[src/rtl/startup_pkg.sv]
package startup_pkg;
    localparam int unsigned CYC_W     = 3;
    localparam int unsigned SEL_W     = CYC_W + 1;
    localparam int unsigned NUM_STEPS = 1 << CYC_W;

    typedef logic [CYC_W-1:0] step_t;

    typedef struct packed {
        logic  on_done;
        step_t cyc;
    } rel_sel_t;

    typedef enum logic [1:0] {
        SQ_IDLE = 2'd0,
        SQ_RUN  = 2'd1,
        SQ_END  = 2'd2
    } seq_state_t;

    localparam step_t LAST_STEP = step_t'(NUM_STEPS - 1);

    // Release condition for one global control in the current step.
    function automatic logic sel_fires(rel_sel_t sel, step_t step, logic running,
                                       logic leave_done_step);
        if (!running)
            return 1'b0;
        if (sel.on_done)
            return leave_done_step;
        return step == sel.cyc;
    endfunction
endpackage

[src/rtl/done_sync.sv]
module done_sync #(
    parameter int unsigned STAGES = 2
) (
    input  logic clk,
    input  logic rst,
    input  logic pad_in,
    output logic level_out
);
    logic [STAGES-1:0] chain_q;

    always_ff @(posedge clk) begin
        if (rst)
            chain_q <= '0;
        else
            chain_q <= {chain_q[STAGES-2:0], pad_in};
    end

    assign level_out = chain_q[STAGES-1];
endmodule

[src/rtl/startup_ctrl.sv]
module startup_ctrl
    import startup_pkg::*;
(
    input  logic       clk,
    input  logic       rst,
    input  logic       cfg_loaded,
    input  step_t      done_cyc,
    input  logic       done_seen,
    output logic       running,
    output step_t      step,
    output logic       at_done_step,
    output logic       leave_done_step,
    output logic       finished
);
    seq_state_t state_q;
    step_t      step_q;
    logic       stall;

    assign running         = (state_q == SQ_RUN);
    assign at_done_step    = running && (step_q == done_cyc);
    assign stall           = at_done_step && !done_seen;
    assign leave_done_step = at_done_step && done_seen;
    assign step            = step_q;
    assign finished        = (state_q == SQ_END);

    always_ff @(posedge clk) begin
        if (rst) begin
            state_q <= SQ_IDLE;
            step_q  <= '0;
        end else begin
            unique case (state_q)
                SQ_IDLE: if (cfg_loaded) begin
                    state_q <= SQ_RUN;
                    step_q  <= '0;
                end
                SQ_RUN: if (!stall) begin
                    if (step_q == LAST_STEP)
                        state_q <= SQ_END;
                    else
                        step_q <= step_q + step_t'(1);
                end
                default: state_q <= SQ_END;
            endcase
        end
    end

    // while the line is unseen the step holds
    a_r5_stall_holds: assert property (@(posedge clk) disable iff (rst)
        (running && step_q == done_cyc && !done_seen) |=> (running && step_q == $past(step_q)));

    // steps advance one per edge outside a stall
    a_r2_step_advance: assert property (@(posedge clk) disable iff (rst)
        (running && !(step_q == done_cyc && !done_seen) && step_q != LAST_STEP)
            |=> (step_q == $past(step_q) + step_t'(1)));

    // nothing starts without the loaded flag
    a_r2_idle_wait: assert property (@(posedge clk) disable iff (rst)
        (state_q == SQ_IDLE && !cfg_loaded) |=> (state_q == SQ_IDLE));
endmodule

[src/rtl/release_flag.sv]
module release_flag
    import startup_pkg::*;
(
    input  logic     clk,
    input  logic     rst,
    input  rel_sel_t sel,
    input  step_t    step,
    input  logic     running,
    input  logic     leave_done_step,
    output logic     released
);
    logic rel_q;

    always_ff @(posedge clk) begin
        if (rst)
            rel_q <= 1'b0;
        else if (sel_fires(sel, step, running, leave_done_step))
            rel_q <= 1'b1;
    end

    assign released = rel_q;

    // a release never reverts
    a_r3_sticky: assert property (@(posedge clk) disable iff (rst)
        rel_q |=> rel_q);
endmodule

[src/rtl/startup_seq.sv]
module startup_seq
    import startup_pkg::*;
#(
    parameter int unsigned SYNC_STAGES = 2
) (
    input  logic             clk,
    input  logic             rst,
    input  logic             cfg_loaded,
    input  logic [CYC_W-1:0] done_cyc,
    input  logic [SEL_W-1:0] gts_sel,
    input  logic [SEL_W-1:0] gsr_sel,
    input  logic [SEL_W-1:0] gwe_sel,
    input  logic             drive_done,
    input  logic             done_pad_in,
    output logic             done_pull_low,
    output logic             done_drive_hi,
    output logic             gts,
    output logic             gsr,
    output logic             gwe,
    output logic             release_done,
    output logic             eos
);
    localparam int unsigned NUM_CTRL = 3;

    logic     done_seen;
    logic     running, at_done_step, leave_done_step, finished;
    step_t    step;
    logic     done_rel_q;
    rel_sel_t sel_arr [NUM_CTRL];
    logic [NUM_CTRL-1:0] ctrl_rel;

    assign sel_arr[0] = rel_sel_t'(gts_sel);
    assign sel_arr[1] = rel_sel_t'(gsr_sel);
    assign sel_arr[2] = rel_sel_t'(gwe_sel);

    done_sync #(.STAGES(SYNC_STAGES)) sync_i (
        .clk(clk), .rst(rst), .pad_in(done_pad_in), .level_out(done_seen)
    );

    startup_ctrl ctrl_i (
        .clk(clk), .rst(rst), .cfg_loaded(cfg_loaded), .done_cyc(done_cyc),
        .done_seen(done_seen), .running(running), .step(step),
        .at_done_step(at_done_step), .leave_done_step(leave_done_step),
        .finished(finished)
    );

    for (genvar g = 0; g < NUM_CTRL; g++) begin : g_ctrl
        release_flag rel_i (
            .clk(clk), .rst(rst), .sel(sel_arr[g]), .step(step),
            .running(running), .leave_done_step(leave_done_step),
            .released(ctrl_rel[g])
        );
    end

    always_ff @(posedge clk) begin
        if (rst)
            done_rel_q <= 1'b0;
        else if (at_done_step)
            done_rel_q <= 1'b1;
    end

    assign done_pull_low = !done_rel_q;
    assign done_drive_hi = done_rel_q && drive_done;
    assign release_done  = done_rel_q;
    assign gts           = !ctrl_rel[0];
    assign gsr           = !ctrl_rel[1];
    assign gwe           = ctrl_rel[2];
    assign eos           = finished;

    // active drive only after the pull-down is off
    a_r8_drive_after_release: assert property (@(posedge clk) disable iff (rst)
        done_drive_hi |-> !done_pull_low);

    // once let go, DONE stays released
    a_r4_release_sticky: assert property (@(posedge clk) disable iff (rst)
        !done_pull_low |=> !done_pull_low);

    // finished implies every control released
    a_r9_end_state: assert property (@(posedge clk) disable iff (rst)
        eos |-> (gwe && !gts && !gsr && !done_pull_low));

    // the sequence cannot pass DONE's step before the line reads high
    a_r5_no_pass_unseen: assert property (@(posedge clk) disable iff (rst)
        $rose(eos) |-> $past(done_seen));
endmodule

[config.mk]
export PLATFORM = sky130hd
export DESIGN_NAME = startup_seq
export DESIGN_NICKNAME = d
export VERILOG_FILES = /design/src/rtl/startup_pkg.sv /design/src/rtl/done_sync.sv /design/src/rtl/startup_ctrl.sv /design/src/rtl/release_flag.sv /design/src/rtl/startup_seq.sv
export SDC_FILE = /design/constraint.sdc
export NUM_CORES = 1
export LEC_CHECK = 0
export BUFFER_PORTS_ARGS = -buffer_cell sky130_fd_sc_hd__buf_2
export CAP_MARGIN = 20
export CORE_MARGIN = 2
export CORE_UTILIZATION = 43
export CTS_BUF_LIST = sky130_fd_sc_hd__clkbuf_4
export DETAILED_ROUTE_END_ITERATION = 7
export PLACE_DENSITY = 0.75
export SLEW_MARGIN = 20
export SYNTH_ARGS = -nofsm -noshare
export SYNTH_HDL_FRONTEND = slang
export SYNTH_SLANG_ARGS = --single-unit
[constraint.sdc]
create_clock -name clk -period 1.5 [get_ports clk]
set_input_delay 0.075 -clock clk [delete_from_list [all_inputs] [get_ports clk]]
set_output_delay 0.075 -clock clk [all_outputs]
set_load 0.05 [all_outputs]
; ---- Yosys cells after proc, flatten, opt, wreduce, memory -nomap -nowiden
; Index checks and enable logic that the tools add are counted.
[classes]
mux = 32
n_reduce_logical = 12
add_sub_neg = 1
eq_ne = 11
[op_table]
columns = op, n
row1 = 1-bit two-way mux, 24
row2 = 3-bit equality test, 4
row3 = 3-bit two-way mux, 3
row4 = "2-bit != test, second input constant", 4
row5 = 2-bit two-way mux, 3
row6 = 3-bit case mux with 2 select lines, 1
row7 = 1-bit logical AND, 4
row8 = 1-bit logical NOT, 4
row9 = 2-bit case mux with 2 select lines, 1
row10 = 4-bit AND reduction, 1
row11 = "3-bit by 1-bit adder with 3-bit output, second input constant", 1
row12 = "3-bit equality test, second input constant", 1
row13 = 3-bit AND reduction, 1
row14 = "2-bit by 1-bit equality test with 1-bit output, second input constant", 1
row15 = "2-bit equality test, second input constant", 1
row16 = 2-bit logical NOT, 1
row17 = 2-bit nonzero test, 1
[word_totals]
inputBits = 20
reg_bits = 11
word_cells = 63

; ---- Longest topological paths before layout
[logic_depth]
word_depth = 8
mapped_depth = 6
depth_no_buf = 6

; ---- Hierarchy
; From an unflattened synthesis, not the netlist that was laid out.
[hier_totals]
hier_cells = 68
area_unflattened_um2 = 654.4
[by_module_without_submodules]
columns = module, instances, area_per_inst_um2, cells_each
row1 = startup_ctrl, 1, 342.8, 34
row2 = release_flag, 3, 70.1, 8
row3 = done_sync, 1, 52.6, 4
row4 = startup_seq, 1, 48.8, 6

; ---- Worst setup path after synthesis
; OpenSTA, ideal clock, no wires.
[synth_path]
path_kind = reg2reg
from = register ctrl_i.step_q[0] (netlist: ctrl_i.step[0])
to = register ctrl_i.step_q[0] (netlist: ctrl_i.step[0])
path_stages_with_launch = 7
path_slack_ns = -0.063
arrival_time_ns = 1.488
period_less_slack_ns = 1.563
setup_time_ns = 0.075
required_ns = 1.425
cell_sequence = dfxtp_1 > ha_1 > ha_1 > nand2b_1 > a41o_1 > or3_1 > a31oi_1
[synth_via]
elab_chain_len = 5
[synth_lines]
columns = element, line
row1 = start: declaration, startup_ctrl.sv:16  ; step_t step_q;
row2 = start signal: assignment, startup_ctrl.sv:40  ; step_q <= step_q + step_t'(1);
row3 = branches (longest 5 deep; another with 3-bit by 1-bit adder with 3-bit output), n/a
; Several ways; the timed one is not identified. The select of a mux whose other input is x is not followed.
; A chain may end at the register's enable or synchronous reset.

; ---- Final worst setup path
; Ends and elaborated chain as after synthesis.

==> flow_metrics.env <==
export IMPL_diodes=0
export IMPL_fin_util_pct=64.5
export IMPL_io_buffers=26
export IMPL_endpoint_kind="flop"
export IMPL_cp_num_buf_inv=0
export IMPL_ys_warn_count=0
export IMPL_instances_no_fill=122
export IMPL_vias=629
export IMPL_overflow=0
export IMPL_maxCapViolCount=0
export IMPL_cts_tree="built"
export IMPL_gp_congestion=0.812
export IMPL_syn_avg_cell_area_um2=8.93
export IMPL_grt_max_degree=12
export IMPL_core_um2=1450
export IMPL_relSlewSlack_pct=80.0
export IMPL_synth_top_cell_area_share_pct=33.8
export IMPL_setup_slack_ps=-68.7
export IMPL_syn2layout_area_growth_pct=43.8
export IMPL_start_util_pct=44.8
export IMPL_crit_top_cell="ha_4"
export IMPL_crit_chain="ha_4 > ha_4 > nand2b_4 > a41o_1 > or3_1 > a31oi_1"
export IMPL_cellPowerDensity_nw_per_um2=812
export IMPL_path_class="flop to flop"
export IMPL_critPathLaunchType="flop"
export IMPL_holdWs_ps=8.05
export IMPL_crit_family="simple AND/OR/NAND/NOR gates"
export IMPL_wl_um=1520
export IMPL_fin_skew_ps=2.99
export IMPL_path_clk_slew_ps=70
export IMPL_grt_pass1_vias=578
export IMPL_syn_num_nets=95
export IMPL_drt_first_pass_iters=4
export IMPL_ir_drop_mv=0.562
export IMPL_cts_sinks=11
export IMPL_antenna_found_initial=0
export IMPL_min_period_over_period_pct=105
export IMPL_p_leak_nw=0.387
export IMPL_root_buffer="clkbuf_4"
export IMPL_cts_hold_buf=0
export IMPL_vias_per_cell=5.16
export IMPL_worstMarginPinSlew_ps=300
export IMPL_max_freq_mhz=637
export IMPL_synth_area_leader_cell="dfxtp_1"
export IMPL_critPathMaxStageDelay_ps=340
export IMPL_hold_viol_final=0
export IMPL_yosys_top_cells_area="dfxtp_1 34%, xnor2_1 15%, nor2b_1 5.8%, nand4_1 4.8%, ha_1 3.8%"
export IMPL_pre_cts_ws_ps=-140
export IMPL_ys_seq_area_share_pct=33.8
export IMPL_rsz0062_at_grt="true"
export IMPL_synth_seq_cells=11
export IMPL_dieHeight_um=42.9
export IMPL_slew_violations=0
export IMPL_cts_buffer_depth=2
export IMPL_setup_violations_final=2
export IMPL_dr_first_iter_drc_count=18
export IMPL_pin_count=27
export IMPL_ys_types=25
export IMPL_min_path_type="primary input to flop"
export IMPL_row_count=14
export IMPL_grt_total_usage_pct=16.4
export IMPL_drc=0
export IMPL_cp_required_ps=1700
export IMPL_violations="setup timing"
export IMPL_nNetsFinal=129
export IMPL_cp_max_fo=4
export IMPL_dieArea_um2=1840
export IMPL_insertion_delay_ps=270
export IMPL_die_x_um=42.9
export IMPL_crit_slowest_cell="dfxtp_2"
export IMPL_grt_pass1_wl_um=2340
export IMPL_htreeDepth=1
export IMPL_status="complete, but fails checks"
export IMPL_postSynthCellCount=73
export IMPL_dp_cells=116
export IMPL_cp_arrival_ps=1770
export IMPL_synth_area_um2=652
export IMPL_fin_crit_ps=1570
export IMPL_antenna_left=0
export IMPL_numCtsBuffers=3
export IMPL_drt_wirelength_per_cell_um=12.4
export IMPL_hpwlAfterDp_um=1110
export IMPL_post_route_cells_drive_above_1_share_pct=49.1
cell families after synthesis:
logic type,after synthesis,share of synthesized area (%)
AO/OA/AOI/OAI,14,16.3
XOR/XNOR,12,17.3
adder cells (fa/ha/maj),2,3.84
buffers and inverters,11,9.21
flip-flops,11,33.8
AND/OR/NAND/NOR,23,19.6
final cells by class:
type	instances	area (µm²)
clock buffers	4	30.0
fillers	119	517
inverters	6	22.5
multi-input cells	51	445
flip-flops and latches	11	225
well taps	16	20.0
repair buffers	34	194
stage by stage:
| step | area (µm²) | power, mW | setup TNS, ps |
|---|---|---|---|
| global route | 937 | 0.799 | -268 |
| floorplan | 652 | 0.451 | -59.9 |
| detailed placement | 810 | 0.510 | -179 |
| CTS | 873 | 0.745 | -92.4 |
| global placement | 810 | 0.506 | -86.1 |
| finish | 937 | 0.761 | -75.2 |
per-layer routing:
metal	routed length [µm]	track usage (%)	up-vias
met1	682	20.8	286
li1	-	-	320
met2	725	27.9	21
met5	0	0	-
met3	91	1.70	2
met4	15	7.27	0
layout by cell type (no fill, tap or decap), types with 2 or more instances in the layout:
cell / instances
a211oi_1: 2
a31oi_1: 2
buf_4: 7
nand4_1: 5
dfxtp_1: 7
xnor2_1: 9
o21ai_0: 2
dfxtp_2: 4
clkbuf_4: 4
inv_1: 6
nor2_1: 3
buf_2: 26
xnor2_2: 2
ha_4: 2
nor2b_1: 5
nand2_1: 4
sequential cells by signal (all words and copies together), names as in the netlist:
signal,count
sync_i.chain_q,2
g_ctrl.rel_i.released,3
release_done,1
ctrl_i.state_q,2
ctrl_i.step,3
path summary, 6_finish.rpt:
| check | start | endpoint | slack [ps] | cells past startpoint |
|---|---|---|---|---|
| max reg2reg | ctrl_i.step[0] | ctrl_i.step[0] | -70 | 6 |
| max | ctrl_i.step[0] | ctrl_i.step[0] | -70 | 6 |
| min reg2reg | sync_i.chain_q[0] | sync_i.chain_q[1] | 440 | 1 |
| min | done_pad_in | sync_i.chain_q[0] | 8 | 2 |
power breakdown:
part	internal (mW)	switching [mW]	leakage, nW
combinational	0.110	0.106	0.278
sequential	0.309	0.0150	0.0913
clock	0.121	0.101	0.0184
total	0.540	0.221	0.387
cells in the mapped netlist (all sizes together):
| cell | n |
|---|---|
| clkbuf | 2 |
| xnor2 | 12 |
| inv | 6 |
| nor2 | 3 |
| o21ai | 2 |
| nor2b | 6 |
| a221oi | 2 |
| a41o | 1 |
| nand4 | 5 |
| o221a | 1 |
| nand2b | 2 |
| buf | 3 |
| o211ai | 1 |
| a211oi | 2 |
| nor3b | 1 |
| and2 | 1 |
| o221ai | 2 |
| a21oi | 1 |
| ha | 2 |
| dfxtp | 11 |
| a31oi | 2 |
| or3 | 1 |
| nand2 | 4 |
worst reg2reg max path, stage by stage (launching register included):
cell and delay [ps]:
dfxtp_2 340, ha_4 160, ha_4 150, nand2b_4 130, a41o_1 240, or3_1 330, a31oi_1 150
repair_timing:
item                                    in CTS  in global routing
pin swaps                                    2                  3
setup buffers                                1                  1
cloned                                       0                  0
endpoints found under the setup margin       3                  7
gates resized for setup                      6                 10
Note: power is estimated with default switching activity, not from simulation.
